### src/rtl/vdma_pkg.sv
package vdma_pkg;

  typedef enum logic [2:0] {
    S_IDLE,
    S_FILL_WAIT,
    S_FILL_WR,
    S_CPY_RD,
    S_CPY_WR,
    S_EXT_REQ,
    S_EXT_WR
  } seq_state_e;

  typedef enum logic [1:0] {
    M_EXT,
    M_FILL,
    M_COPY
  } dma_mode_e;

  function automatic dma_mode_e decode_mode(logic [1:0] top_bits);
    if (!top_bits[1])     return M_EXT;
    else if (top_bits[0]) return M_COPY;
    else                  return M_FILL;
  endfunction

endpackage

### src/rtl/vdma_regs.sv
module vdma_regs
  import vdma_pkg::*;
#(
  parameter int IDX_W   = 5,
  parameter int LEN_W   = 16,
  parameter int SRC_W   = 24,
  parameter int WRAP_W  = 17,
  parameter int CPY_W   = 16,
  parameter int IDX_LLO = 19,
  parameter int IDX_LHI = 20,
  parameter int IDX_SLO = 21,
  parameter int IDX_SMI = 22,
  parameter int IDX_SHI = 23
) (
  input  logic             clk,
  input  logic             rst_n,
  input  logic             reg_we,
  input  logic [IDX_W-1:0] reg_idx,
  input  logic [7:0]       reg_wdata,
  input  logic             busy,
  input  logic             unit_done,
  output logic [LEN_W-1:0] cnt_q,
  output logic [SRC_W-1:0] src_q,
  output dma_mode_e        mode
);

  logic [LEN_W-1:0] cnt_n;
  logic [SRC_W-1:0] src_n;
  logic             upd_en;

  assign mode = decode_mode(src_q[SRC_W-1:SRC_W-2]);

  always_comb begin
    cnt_n  = cnt_q;
    src_n  = src_q;
    upd_en = 1'b0;
    if (unit_done) begin
      upd_en = 1'b1;
      cnt_n  = cnt_q - LEN_W'(1);
      if (mode == M_COPY)
        src_n[CPY_W-1:0] = src_q[CPY_W-1:0] + CPY_W'(1);
      else if (mode == M_EXT)
        src_n[WRAP_W-1:0] = src_q[WRAP_W-1:0] + WRAP_W'(1);
    end else if (reg_we && !busy) begin
      upd_en = 1'b1;
      if (reg_idx == IDX_W'(IDX_LLO))      cnt_n[7:0]   = reg_wdata;
      else if (reg_idx == IDX_W'(IDX_LHI)) cnt_n[15:8]  = reg_wdata;
      else if (reg_idx == IDX_W'(IDX_SLO)) src_n[7:0]   = reg_wdata;
      else if (reg_idx == IDX_W'(IDX_SMI)) src_n[15:8]  = reg_wdata;
      else if (reg_idx == IDX_W'(IDX_SHI)) src_n[23:16] = reg_wdata;
    end
  end

  always_ff @(posedge clk or negedge rst_n) begin
    if (!rst_n) begin
      cnt_q <= '0;
      src_q <= '0;
    end else if (upd_en) begin
      cnt_q <= cnt_n;
      src_q <= src_n;
    end
  end

  AST_WRAP_KEEPS_UPPER: assert property (@(posedge clk) disable iff (!rst_n)
    (unit_done && mode == M_EXT) |=> $stable(src_q[SRC_W-1:WRAP_W]));

  AST_FROZEN_WHILE_BUSY: assert property (@(posedge clk) disable iff (!rst_n)
    (busy && !unit_done) |=> ($stable(cnt_q) && $stable(src_q)));

endmodule

### src/rtl/vdma_seq.sv
module vdma_seq
  import vdma_pkg::*;
#(
  parameter int ADDR_W = 16,
  parameter int DATA_W = 16,
  parameter int HB_W   = 23,
  parameter int INC_W  = 8,
  parameter int SEL_W  = 2
) (
  input  logic              clk,
  input  logic              rst_n,
  input  logic              start,
  input  logic [SEL_W-1:0]  start_sel,
  input  logic [ADDR_W-1:0] start_addr,
  input  logic [INC_W-1:0]  auto_inc,
  input  logic              data_we,
  input  logic [DATA_W-1:0] data_in,
  input  dma_mode_e         mode,
  input  logic              last,
  input  logic [HB_W-1:0]   src,
  input  logic [DATA_W/2-1:0] vr_rdata,
  input  logic              hb_ack,
  input  logic [DATA_W-1:0] hb_data,
  output logic              busy,
  output logic              unit_done,
  output logic              vr_re,
  output logic [ADDR_W-1:0] vr_addr,
  output logic              hb_req,
  output logic [HB_W-1:0]   hb_addr,
  output logic              mem_we,
  output logic [SEL_W-1:0]  mem_sel,
  output logic [ADDR_W-1:0] mem_addr,
  output logic [DATA_W-1:0] mem_wdata,
  output logic              mem_byte
);

  seq_state_e        state_q, state_n;
  logic [ADDR_W-1:0] dst_q, dst_n;
  logic [SEL_W-1:0]  tgt_q, tgt_n;
  logic [DATA_W-1:0] hold_q, hold_n;
  logic [ADDR_W-1:0] dst_step;

  assign dst_step = dst_q + ADDR_W'(auto_inc);
  assign busy     = (state_q != S_IDLE);
  assign vr_addr  = src[ADDR_W-1:0];
  assign hb_addr  = src;
  assign mem_addr = dst_q;

  always_comb begin
    state_n   = state_q;
    dst_n     = dst_q;
    tgt_n     = tgt_q;
    hold_n    = hold_q;
    unit_done = 1'b0;
    vr_re     = 1'b0;
    hb_req    = 1'b0;
    mem_we    = 1'b0;
    mem_sel   = tgt_q;
    mem_wdata = hold_q;
    mem_byte  = 1'b0;
    case (state_q)
      S_IDLE: begin
        if (start) begin
          tgt_n = start_sel;
          dst_n = start_addr;
          case (mode)
            M_FILL:  state_n = S_FILL_WAIT;
            M_COPY:  state_n = S_CPY_RD;
            default: state_n = S_EXT_REQ;
          endcase
        end
      end
      S_FILL_WAIT: begin
        if (data_we) begin
          hold_n  = data_in;
          state_n = S_FILL_WR;
        end
      end
      S_FILL_WR: begin
        mem_we    = 1'b1;
        mem_byte  = 1'b1;
        unit_done = 1'b1;
        dst_n     = dst_step;
        if (last) state_n = S_IDLE;
      end
      S_CPY_RD: begin
        vr_re   = 1'b1;
        state_n = S_CPY_WR;
      end
      S_CPY_WR: begin
        mem_we    = 1'b1;
        mem_byte  = 1'b1;
        mem_sel   = '0;
        mem_wdata = {vr_rdata, vr_rdata};
        unit_done = 1'b1;
        dst_n     = dst_step;
        state_n   = last ? S_IDLE : S_CPY_RD;
      end
      S_EXT_REQ: begin
        hb_req = 1'b1;
        if (hb_ack) begin
          hold_n  = hb_data;
          state_n = S_EXT_WR;
        end
      end
      S_EXT_WR: begin
        mem_we    = 1'b1;
        unit_done = 1'b1;
        dst_n     = dst_step;
        state_n   = last ? S_IDLE : S_EXT_REQ;
      end
      default: state_n = S_IDLE;
    endcase
  end

  always_ff @(posedge clk or negedge rst_n) begin
    if (!rst_n) begin
      state_q <= S_IDLE;
      dst_q   <= '0;
      tgt_q   <= '0;
      hold_q  <= '0;
    end else begin
      state_q <= state_n;
      dst_q   <= dst_n;
      tgt_q   <= tgt_n;
      hold_q  <= hold_n;
    end
  end

  AST_ONE_PORT_ACTIVE: assert property (@(posedge clk) disable iff (!rst_n)
    $onehot0({mem_we, vr_re, hb_req}));

  AST_REQ_HELD: assert property (@(posedge clk) disable iff (!rst_n)
    (hb_req && !hb_ack) |=> hb_req);

  AST_COPY_READ_THEN_WRITE: assert property (@(posedge clk) disable iff (!rst_n)
    vr_re |=> (mem_we && mem_byte && mem_sel == '0));

  AST_FILL_NEEDS_DATA: assert property (@(posedge clk) disable iff (!rst_n)
    (state_q == S_FILL_WAIT && !data_we) |=> !mem_we);

endmodule

### src/rtl/vram_dma_engine.sv
module vram_dma_engine
  import vdma_pkg::*;
#(
  parameter int IDX_W  = 5,
  parameter int LEN_W  = 16,
  parameter int SRC_W  = 24,
  parameter int WRAP_W = 17,
  parameter int ADDR_W = 16,
  parameter int DATA_W = 16,
  parameter int INC_W  = 8,
  parameter int SEL_W  = 2,
  localparam int HB_W  = SRC_W - 1
) (
  input  logic                clk,
  input  logic                rst_n,
  input  logic                reg_we,
  input  logic [IDX_W-1:0]    reg_idx,
  input  logic [7:0]          reg_wdata,
  input  logic                start,
  input  logic [SEL_W-1:0]    start_sel,
  input  logic [ADDR_W-1:0]   start_addr,
  input  logic [INC_W-1:0]    auto_inc,
  input  logic                data_we,
  input  logic [DATA_W-1:0]   data_in,
  output logic                busy,
  output logic [LEN_W-1:0]    cnt_q,
  output logic [SRC_W-1:0]    src_q,
  output logic                vr_re,
  output logic [ADDR_W-1:0]   vr_addr,
  input  logic [DATA_W/2-1:0] vr_rdata,
  output logic                hb_req,
  output logic [HB_W-1:0]     hb_addr,
  input  logic                hb_ack,
  input  logic [DATA_W-1:0]   hb_data,
  output logic                mem_we,
  output logic [SEL_W-1:0]    mem_sel,
  output logic [ADDR_W-1:0]   mem_addr,
  output logic [DATA_W-1:0]   mem_wdata,
  output logic                mem_byte
);

  logic      rst_meta_q, rst_sync_q;
  logic      unit_done;
  logic      last;
  dma_mode_e mode;

  always_ff @(posedge clk or negedge rst_n) begin
    if (!rst_n) begin
      rst_meta_q <= 1'b0;
      rst_sync_q <= 1'b0;
    end else begin
      rst_meta_q <= 1'b1;
      rst_sync_q <= rst_meta_q;
    end
  end

  assign last = (cnt_q == LEN_W'(1));

  vdma_regs #(
    .IDX_W(IDX_W), .LEN_W(LEN_W), .SRC_W(SRC_W), .WRAP_W(WRAP_W), .CPY_W(ADDR_W)
  ) u_regs (
    .clk(clk), .rst_n(rst_sync_q),
    .reg_we(reg_we), .reg_idx(reg_idx), .reg_wdata(reg_wdata),
    .busy(busy), .unit_done(unit_done),
    .cnt_q(cnt_q), .src_q(src_q), .mode(mode)
  );

  vdma_seq #(
    .ADDR_W(ADDR_W), .DATA_W(DATA_W), .HB_W(HB_W), .INC_W(INC_W), .SEL_W(SEL_W)
  ) u_seq (
    .clk(clk), .rst_n(rst_sync_q),
    .start(start), .start_sel(start_sel), .start_addr(start_addr),
    .auto_inc(auto_inc), .data_we(data_we), .data_in(data_in),
    .mode(mode), .last(last), .src(src_q[HB_W-1:0]),
    .vr_rdata(vr_rdata), .hb_ack(hb_ack), .hb_data(hb_data),
    .busy(busy), .unit_done(unit_done),
    .vr_re(vr_re), .vr_addr(vr_addr),
    .hb_req(hb_req), .hb_addr(hb_addr),
    .mem_we(mem_we), .mem_sel(mem_sel), .mem_addr(mem_addr),
    .mem_wdata(mem_wdata), .mem_byte(mem_byte)
  );

  AST_WRITE_ONLY_WHEN_BUSY: assert property (@(posedge clk) disable iff (!rst_sync_q)
    mem_we |-> busy);

  AST_DONE_CLEARS_COUNT: assert property (@(posedge clk) disable iff (!rst_sync_q)
    $fell(busy) |-> (cnt_q == '0));

endmodule

### config.mk
export PLATFORM = sky130hd
export DESIGN_NAME = vram_dma_engine
export DESIGN_NICKNAME = d
export VERILOG_FILES = /design/src/rtl/vdma_pkg.sv /design/src/rtl/vdma_regs.sv /design/src/rtl/vdma_seq.sv /design/src/rtl/vram_dma_engine.sv
export SDC_FILE = /design/constraint.sdc
export NUM_CORES = 1
export LEC_CHECK = 0
export CAP_MARGIN = 10
export CORE_ASPECT_RATIO = 0.7
export CORE_MARGIN = 2
export CORE_UTILIZATION = 40
export DETAILED_ROUTE_END_ITERATION = 10
export PLACE_DENSITY = 0.75
export SLEW_MARGIN = 25
export SYNTH_ARGS = -nofsm -noshare
export SYNTH_HDL_FRONTEND = slang
export SYNTH_SLANG_ARGS = --single-unit
### constraint.sdc
create_clock -name clk -period 5.5 [get_ports clk]
set_clock_uncertainty 0.15 [all_clocks]
set_input_delay 1.1 -clock clk [delete_from_list [all_inputs] [get_ports clk]]
set_output_delay 1.1 -clock clk [all_outputs]
set_load 0.03 [all_outputs]
Yosys cells after proc, flatten, opt, wreduce, memory -nomap -nowiden
Index checks and enable logic that the tools add are counted.

operators by class
  $add $sub $neg = 4
  multiplexer cells = 40
  equal/unequal tests = 25
  reduce and logical (&&, ||, !) cells = 25
  bitwise gates (word level) = 5

operator list
  cell                     count
  $mux W16                 7
  $mux W17                 5
  $pmux W16 S2             2
  $mux W8                  5
  $eq A5 B5 Y1 const B     5
  $pmux W3 S7              1
  $add A17 B1 Y17 const B  1
  $add A16 B1 Y16 const B  1
  $add A16 B8 Y16          1
  $eq A16 B1 Y1 const B    1
  $ne A2 B2 Y1 const B     8
  $reduce_bool A2 Y1       8
  $sub A16 B1 Y16 const B  1
  $mux W3                  5
  $eq A3 B3 Y1 const B     3
  $mux W1                  9
  $mux W9                  1
  $reduce_and A9 Y1        1
  $mux W2                  4
  $reduce_and A4 Y1        2
  $reduce_and A8 Y1        1
  $reduce_and A7 Y1        1
  $eq A3 B2 Y1 const B     2
  $pmux W3 S2              1
  16 further kinds         23

storage, ports and cells
  register bits after elaboration = 79
  input port bits = 85
  output and inout port bits = 118

Depth between registers and ports, before layout
Gate-level depths: netlist of the first run.

  word-level depth = 8
  mapped depth = 8
  gate-level depth less buffers = 7

Hierarchy
Synthesis of the first run repeated with hierarchy kept, for this count alone.

second synthesis, totals
  cells, all modules = 621
  area, all modules = 5532.8 um^2

by module, submodules not included
  module           seq. area each (um^2)  cells an instance  area an instance (um^2)  times used
  vdma_seq         925.9                  347                2772.7                   1
  vdma_regs        1001.0                 266                2663.8                   1
  vram_dma_engine  50.0                   8                  96.3                     1

Least setup slack after synthesis of the first run
No wires, ideal clock.

  path type = input to register
  start point = input port auto_inc[0]
  end point = register u_seq.dst_q[12], in the netlist u_seq.mem_addr[12]
  path slack = 2565 ps
  data arrival time = 2669 ps
  stages = 7
  cells stage by stage = ha_1 fa_1 a211oi_1 or3_1 a21o_1 or2_2 o311ai_0

on the way
  word-level cells in the longest chain between the ends = 2

RTL lines
  what                    RTL line               text
  start: declaration      vram_dma_engine.sv:22  input logic [INC_W-1:0] auto_inc,
  $add A16 B8 Y16         vdma_seq.sv:43         assign dst_step = dst_q + ADDR_W'(auto_inc);
  $pmux W16 S2            vdma_seq.sv:61         case (state_q)
  end signal: assignment  vdma_seq.sv:124        dst_q <= dst_n;
  end: declaration        vdma_seq.sv:38         logic [ADDR_W-1:0] dst_q, dst_n;

Every way passes these cells.
A chain may end at the register's enable or synchronous reset.

Worst setup path in the final report of the first run
  start point = register u_seq.state_q[0]
  end point = output port hb_req

on the way
  word-level cells in the longest chain between the ends = 2

RTL lines
  what                      RTL line               text
  start: declaration        vdma_seq.sv:37         seq_state_e state_q, state_n;
  start signal: assignment  vdma_seq.sv:123        state_q <= state_n;
  $eq A3 B3 Y1              vdma_seq.sv:61
  $mux W1                   vdma_seq.sv:61
  end: declaration          vram_dma_engine.sv:31  output logic hb_req,

Every way passes these cells.

==> results of run 1 <==
-- cells by family (layout without fill, tap and decap cells) --
| kind of cell | count (synthesis) | in the layout | synth area share |
|---|---|---|---|
| compound gates | 168 | 168 | 0.214 |
| xor+xnor | 6 | 6 | 0.0104 |
| fa+ha+maj | 13 | 13 | 0.0337 |
| buf+inv | 78 | 230 | 0.0893 |
| flops | 79 | 79 | 0.392 |
| mux | 12 | 12 | 0.0256 |
| other cells | 1 | 1 | 0.000744 |
| simple gates | 245 | 245 | 0.234 |
-- worst max-delay path: stages, from the launching register on --
cell and delay (ps):
dfrtp_1 720, and3_1 660, clkdlybuf4s50_1 790
-- synthesized netlist by cell type (all sizes together), types with 2 or more instances --
master and number:
and2 8, or3 9, o21bai 3, nor4 6, a21boi 2, o22ai 5, a31oi 9, and3 4
a21oi 61, a211o 2, clkbuf 24, nand2 83, a211oi 13, nor2 56, a21o 4, buf 43
a22oi 4, nand3b 2, ha 12, nand2b 6, nand3 19, mux2 7, nand4 3, xor2 4
or2 6, o22a 7, or4 5, o21ai 26, o31a 2, nor3 18, dfrtp 79, a221oi 2
o21a 2, o211ai 4, o32ai 2, xnor2 2, mux2i 5, a31o 2, a221o 4, nor2b 17
o311ai 6, inv 11
-- report_power, final --
part | internal, mW | leakage [nW] | total [mW] | switching, mW
clock network | 0.300 | 0.122 | 0.521 | 0.221
logic | 1.30 | 1.87 | 3.18 | 1.88
registers | 0.854 | 0.932 | 1.24 | 0.385
total | 2.45 | 2.92 | 4.94 | 2.49
-- layout by cell type, fill, tap and decap left out, drive strengths merged, types with 13 or more instances in the layout --
| cell type | count |
|---|---|
| o21ai | 26 |
| clkdlybuf4s50 | 202 |
| dfrtp | 79 |
| nor2b | 17 |
| nand3 | 19 |
| nor3 | 18 |
| nand2 | 83 |
| nor2 | 56 |
| a211oi | 13 |
| a21oi | 61 |
-- flip-flops by register name, summed over array words and instances (netlist names) --
signal          cells
u_seq.hold_q       16
u_seq.tgt_q         2
u_regs.src_q       24
u_regs.cnt_q       16
rst_sync_q          1
u_seq.state_q       3
rst_meta_q          1
u_seq.mem_addr     16
-- how the worst max path moves through the flow --
| stage | startpoint | end | slack (ps) | cells after the start |
|---|---|---|---|---|
| floorplan | auto_inc[0] | u_seq.mem_addr[12]$_DFFE_PN0P_ | 2570 | 7 |
| global placement | u_seq.state_q[2]$_DFFE_PN0P_ | mem_sel[0] | 1750 | 3 |
| detailed placement | u_seq.state_q[2]$_DFFE_PN0P_ | mem_sel[0] | 1680 | 3 |
| CTS | u_seq.state_q[2]$_DFFE_PN0P_ | mem_sel[0] | 1310 | 3 |
| global route | u_seq.state_q[0]$_DFFE_PN0P_ | mem_wdata[8] | 1550 | 5 |
| finish | u_seq.state_q[0]$_DFFE_PN0P_ | hb_req | 1740 | 2 |
-- through the flow --
stage	setup WS, ps	std cells	power (mW)	hold slack, ps
2_1_floorplan	2570	602	3.34	181
3_3_place_gp	1750	901	4.33	187
3_5_place_dp	1680	901	4.40	187
4_1_cts	1310	915	4.95	201
5_1_grt	1550	916	5.27	220
6_report	1740	916	4.94	187
-- routing by layer --
layer | GRT usage | vias to the layer above | wire (um)
met5 | 0 | - | 0
met4 | 0.0510 | 0 | 208
met3 | 0.0353 | 26 | 862
met2 | 0.356 | 197 | 7200
met1 | 0.323 | 2468 | 7290
li1 | - | 2424 | -
-- cell type report --
type / count / area [um^2] / area share
Tap cell: 162 / 203 / 0.0283
Inverter: 11 / 41.3 / 0.00577
Multi-Input combinational cell: 445 / 2630 / 0.367
Timing Repair Buffer: 205 / 2060 / 0.287
Sequential cell: 79 / 1980 / 0.277
Clock inverter: 2 / 10.0 / 0.00140
Clock buffer: 12 / 236 / 0.0330
==> metrics.yaml, run 1 <==
sta:
  slew-limit-headroom: 0.482
  slew_viol_final: 0
  setup_tns_ps: 0
  setup_violations: 0
  rsz0062_at_grt: "false"
  clock.fmax_mhz: 266
  tightest_slew_ps: 770
  period_share: 0.683
  post-route-min-period_ps: 3760
  hold_violations: 0
cts:
  clockRootBuffer: "clkbuf_16"
  cts_buffer_depth: 2
  htreeDepth: 3
  cts.sinks: 79
  clock_latency_ps: 330
  cts_buffers: 9
  cts_hold_buf: 0
  tritoncts: "built"
  cts_resized: 0
  clk_pin_slew_ps: 60
  post_cts_buffers: 0
run:
  cap_viol_max_count: 0
synthesis:
  synth_nets: 700
  netlist_top_cells_area: "dfrtp_1 (39%), nand2_1 (6.2%), a21oi_1 (6.1%), buf_4 (5.8%), nor2_1 (4.2%)"
  synth_seq_cells: 79
  synth_area_per_cell_um2: 8.38
  synth_cell_type_count: 62
  synthArstFlopShare: 1.00
  synth_edf_count: 0
  syn_area_mm2: 0.00504
  synth_top_area_cell: "dfrtp_1"
  syn_inst: 602
  synth_top_area_frac: 0.392
  yosysSeqAreaShare: 0.392
  ys_warn_count: 0
  ys.flop_type: "dfrtp_1"
global_route:
  track_usage: 0.224
  antenna_found_initial: 0
  grt_pass1_vias: 4807
  grt_pass1_wl_mm: 25.0
  grt_max_degree: 78
  grt_overflow: 0
worst_setup_path:
  cp_max_fo: 20
  reg2reg_depth: 5
  regToRegStartpoint: "u_seq.state_q[0]$_DFFE_PN0P_"
  worst-setup-path-type: "reg -> out"
  start_kind: "register"
  r2r-end: "u_regs.src_q[4]$_DFFE_PN0P_"
  rrSetupSlack_ps: 2610
  arrival_ps: 2510
  crit_path_end_kind: "output port"
  worstPathRequired_ps: 4250
placed_design:
  gp_congestion: 0.848
  dp_hpwl_mm: 11.6
  post_dp_cell_area_mm2: 0.00688
  port_buffers: 202
drt:
  wl_mm: 15.6
  drtAntennaViolNets: 0
  avgRoutedWirePerCell_um: 17.0
  vias: 5115
  vias_per_cell: 5.58
  drc_errors: 0
  dr.pass1.iters: 5
  drt_iter0_drc: 417
die:
  die_h_um: 98.0
  die_x_um: 138
  initial_utilization: 0.407
  dieArea_mm2: 0.0135
  core_mm2: 0.0124
  num_rows: 34
  io_pins: 203
pwr:
  leakagePower_nw: 2.92
  powerDensity_mw_per_mm2: 691
  peakVddDrop_mv: 0.398
finish:
  utilization: 0.578
  syn_to_final_growth_pct: 41.9
  n_antenna_cell: 0
  drive_gt1_frac: 0.0517
  final_area_mm2: 0.00716
  layout.nets: 849
  nFillCells: 1076
min_path:
  min_path_type: "reg -> async"
outcome:
  status: "completed"
No activity file was read; power rests on OpenSTA's default activity.
==> inputs of run 2 (changes only) <==
clock period = 3.5 ns   (was 5.5 ns; I/O delays follow)
==> run 2 against run 1 <==
First-iteration DRC count down 34%. Clock-buffer cell count unchanged. Hold slack worse by 16 ps. Core utilization rose by 1.1 points. Wire length grew 0.22%. Sequential share of layout area down 0.54 points. Global-route usage grew 0.65 points. Sequential power rose by 51%.
==> metrics.yaml, run 2 (synthesized netlist as in run 1, its figures left out) <==
drt:
  dr.pass1.iters: 4  # was 5
  drc_errors: 0  # unchanged
  drtAntennaViolNets: 0  # unchanged
  vias: 5130  # was 5115
  vias_per_cell: 5.55  # was 5.58
  wl_mm: 15.6  # about the same
  avgRoutedWirePerCell_um: 16.9  # was 17.0 um
  drt_iter0_drc: 277  # was 417
worst_setup_path:
  arrival_ps: 2380  # was 2510 ps
  start_kind: "register"  # unchanged
  regToRegStartpoint: "u_seq.state_q[2]$_DFFE_PN0P_"  # was u_seq.state_q[0]$_DFFE_PN0P_
  worstPathRequired_ps: 2650  # was 4250 ps
  crit_path_end_kind: "output port"  # unchanged
  startpoint: "u_seq.state_q[2]$_DFFE_PN0P_"  # was u_seq.state_q[0]$_DFFE_PN0P_
  cp_max_fo: 15  # was 20
  worst-setup-path-type: "reg -> out"  # unchanged
cts:
  clk_pin_slew_ps: 60  # about the same
  cts_resized: 0  # unchanged
  cts_hold_buf: 0  # unchanged
  cts_buffers: 9  # unchanged
  tritoncts: "built"  # unchanged
  post_cts_buffers: 0  # unchanged
  cts.sinks: 79  # unchanged
  htreeDepth: 3  # unchanged
  clockRootBuffer: "clkbuf_16"  # unchanged
  cts_buffer_depth: 2  # unchanged
  clock_latency_ps: 330  # about the same
sta:
  period_share: 0.922
  slew_viol_final: 0  # unchanged
  post-route-min-period_ps: 3230
  clock.fmax_mhz: 310
  setup_tns_ps: 0  # unchanged
  setup_violations: 0  # unchanged
  slew-limit-headroom: 0.476  # was 0.482
  tightest_slew_ps: 779  # was 770 ps
  fin_ws_ps: 274  # was 1740 ps
  rsz0062_at_grt: "false"  # unchanged
  hold_violations: 0  # unchanged
pwr:
  powerDensity_mw_per_mm2: 1110  # was 691 mW/mm^2
  power.total_mw: 8.11  # was 4.94 mW
  peakVddDrop_mv: 0.642  # was 0.398 mV
  leakagePower_nw: 3.00  # was 2.92 nW
die:
  initial_utilization: 0.407  # unchanged
  dieArea_mm2: 0.0135  # unchanged
  core_mm2: 0.0124  # unchanged
  io_pins: 203  # unchanged
  die_x_um: 138  # unchanged
  die_h_um: 98.0  # unchanged
  num_rows: 34  # unchanged
finish:
  utilization: 0.590  # was 0.578
  drive_gt1_frac: 0.0630  # was 0.0517
  largest_reg_flops: 24  # unchanged
  syn_to_final_growth_pct: 44.7  # was 41.9%
  n_antenna_cell: 0  # unchanged
  final_common_cell: "clkdlybuf4s50_1"  # unchanged
  mostFrequentLayoutCells: "clkdlybuf4s50_1 (201), nand2_1 (83), dfrtp_1 (78), a21oi_1 (61), nor2_1 (56)"  # was clkdlybuf4s50_1 (202), nand2_1 (83), dfrtp_1 (77), a21oi_1 (61), nor2_1 (56)
  top_register: "u_regs.src_q"  # unchanged
  layout.nets: 856  # was 849
global_route:
  grt_max_degree: 78  # unchanged
  antenna_found_initial: 0  # unchanged
  grt_overflow: 0  # unchanged
  track_usage: 0.230  # was 0.224
  grt_pass1_vias: 5143  # was 4807
  grt_pass1_wl_mm: 25.7  # was 25.0 mm
outcome:
  status: "completed"  # unchanged
placed_design:
  port_buffers: 202  # unchanged
  gp_congestion: 0.864  # was 0.848
  pre_cts_ws_ps: 301  # was 1680 ps
  dp_hpwl_mm: 11.7  # was 11.6 mm
min_path:
  min_path_type: "reg -> async"  # unchanged
run:
  cap_viol_max_count: 0  # unchanged
## run 2: changes by cell type in the layout (fill, tap and decap cells not counted), moves of 2 or more
cell | previous run | this run
buf_4 | 2 | 10
clkbuf_8 | 0 | 2
bufinv_16 | 0 | 3
clkinv_2 | 2 | 0
clkbuf_1 | 3 | 1
## run 2: final timing paths
kind                       slack [ps]                             to  cells after the start
hold reg to reg                   170  u_seq.mem_addr[2]$_DFFE_PN0P_                      0
min in group clk                  210           rst_sync_q$_DFF_PN0_                      0
max in group asynchronous        2400    u_seq.hold_q[5]$_DFFE_PN0P_                      1
setup / recovery                  270                  mem_wdata[12]                      5
setup reg to reg                  770   u_regs.cnt_q[14]$_DFFE_PN0P_                      6
hold / removal                    170  u_seq.mem_addr[2]$_DFFE_PN0P_                      0
## run 2: stage by stage
step | instances | cell area (um^2) | hold WS [ps]
2_1_floorplan | 602 | 5040 | 181
3_3_place_gp | 908 | 6930 | 189
3_5_place_dp | 908 | 6930 | 190
4_1_cts | 923 | 7280 | 216
5_1_grt | 924 | 7300 | 228
6_report | 924 | 7300 | 172
## run 2: cell type report
type	instances	area [um^2]
Sequential cell	79	1980
Fill cell	1076	5080
Tap cell	162	203
Timing Repair Buffer	212	2110
Multi-Input combinational cell	445	2620
Clock buffer	12	256
Inverter	11	41.3
Clock inverter	3	90.1
## run 2: worst max-delay path: stages, from the launching register on
cell and delay, ps:
dfrtp_1 510, buf_4 280, and2_1 360, nand2_1 120, nand2_1 70, clkdlybuf4s50_1 690
## run 2: routing by layer
metal  track usage  routed length (um)  vias up
met3        0.0422                 908       33
li1              -                   -     2431
met4        0.0808                 360        0
met2         0.369                7140      209
met1         0.316                7180     2457
met5             0                   0        -
## run 2: where the power goes
group | total [mW] | leakage, nW | switching [mW] | internal, mW
Sequential | 1.87 | 0.933 | 0.529 | 1.34
Combinational | 5.14 | 1.90 | 3.06 | 2.08
Clock | 1.10 | 0.169 | 0.368 | 0.733
Total | 8.11 | 3.00 | 3.95 | 4.16
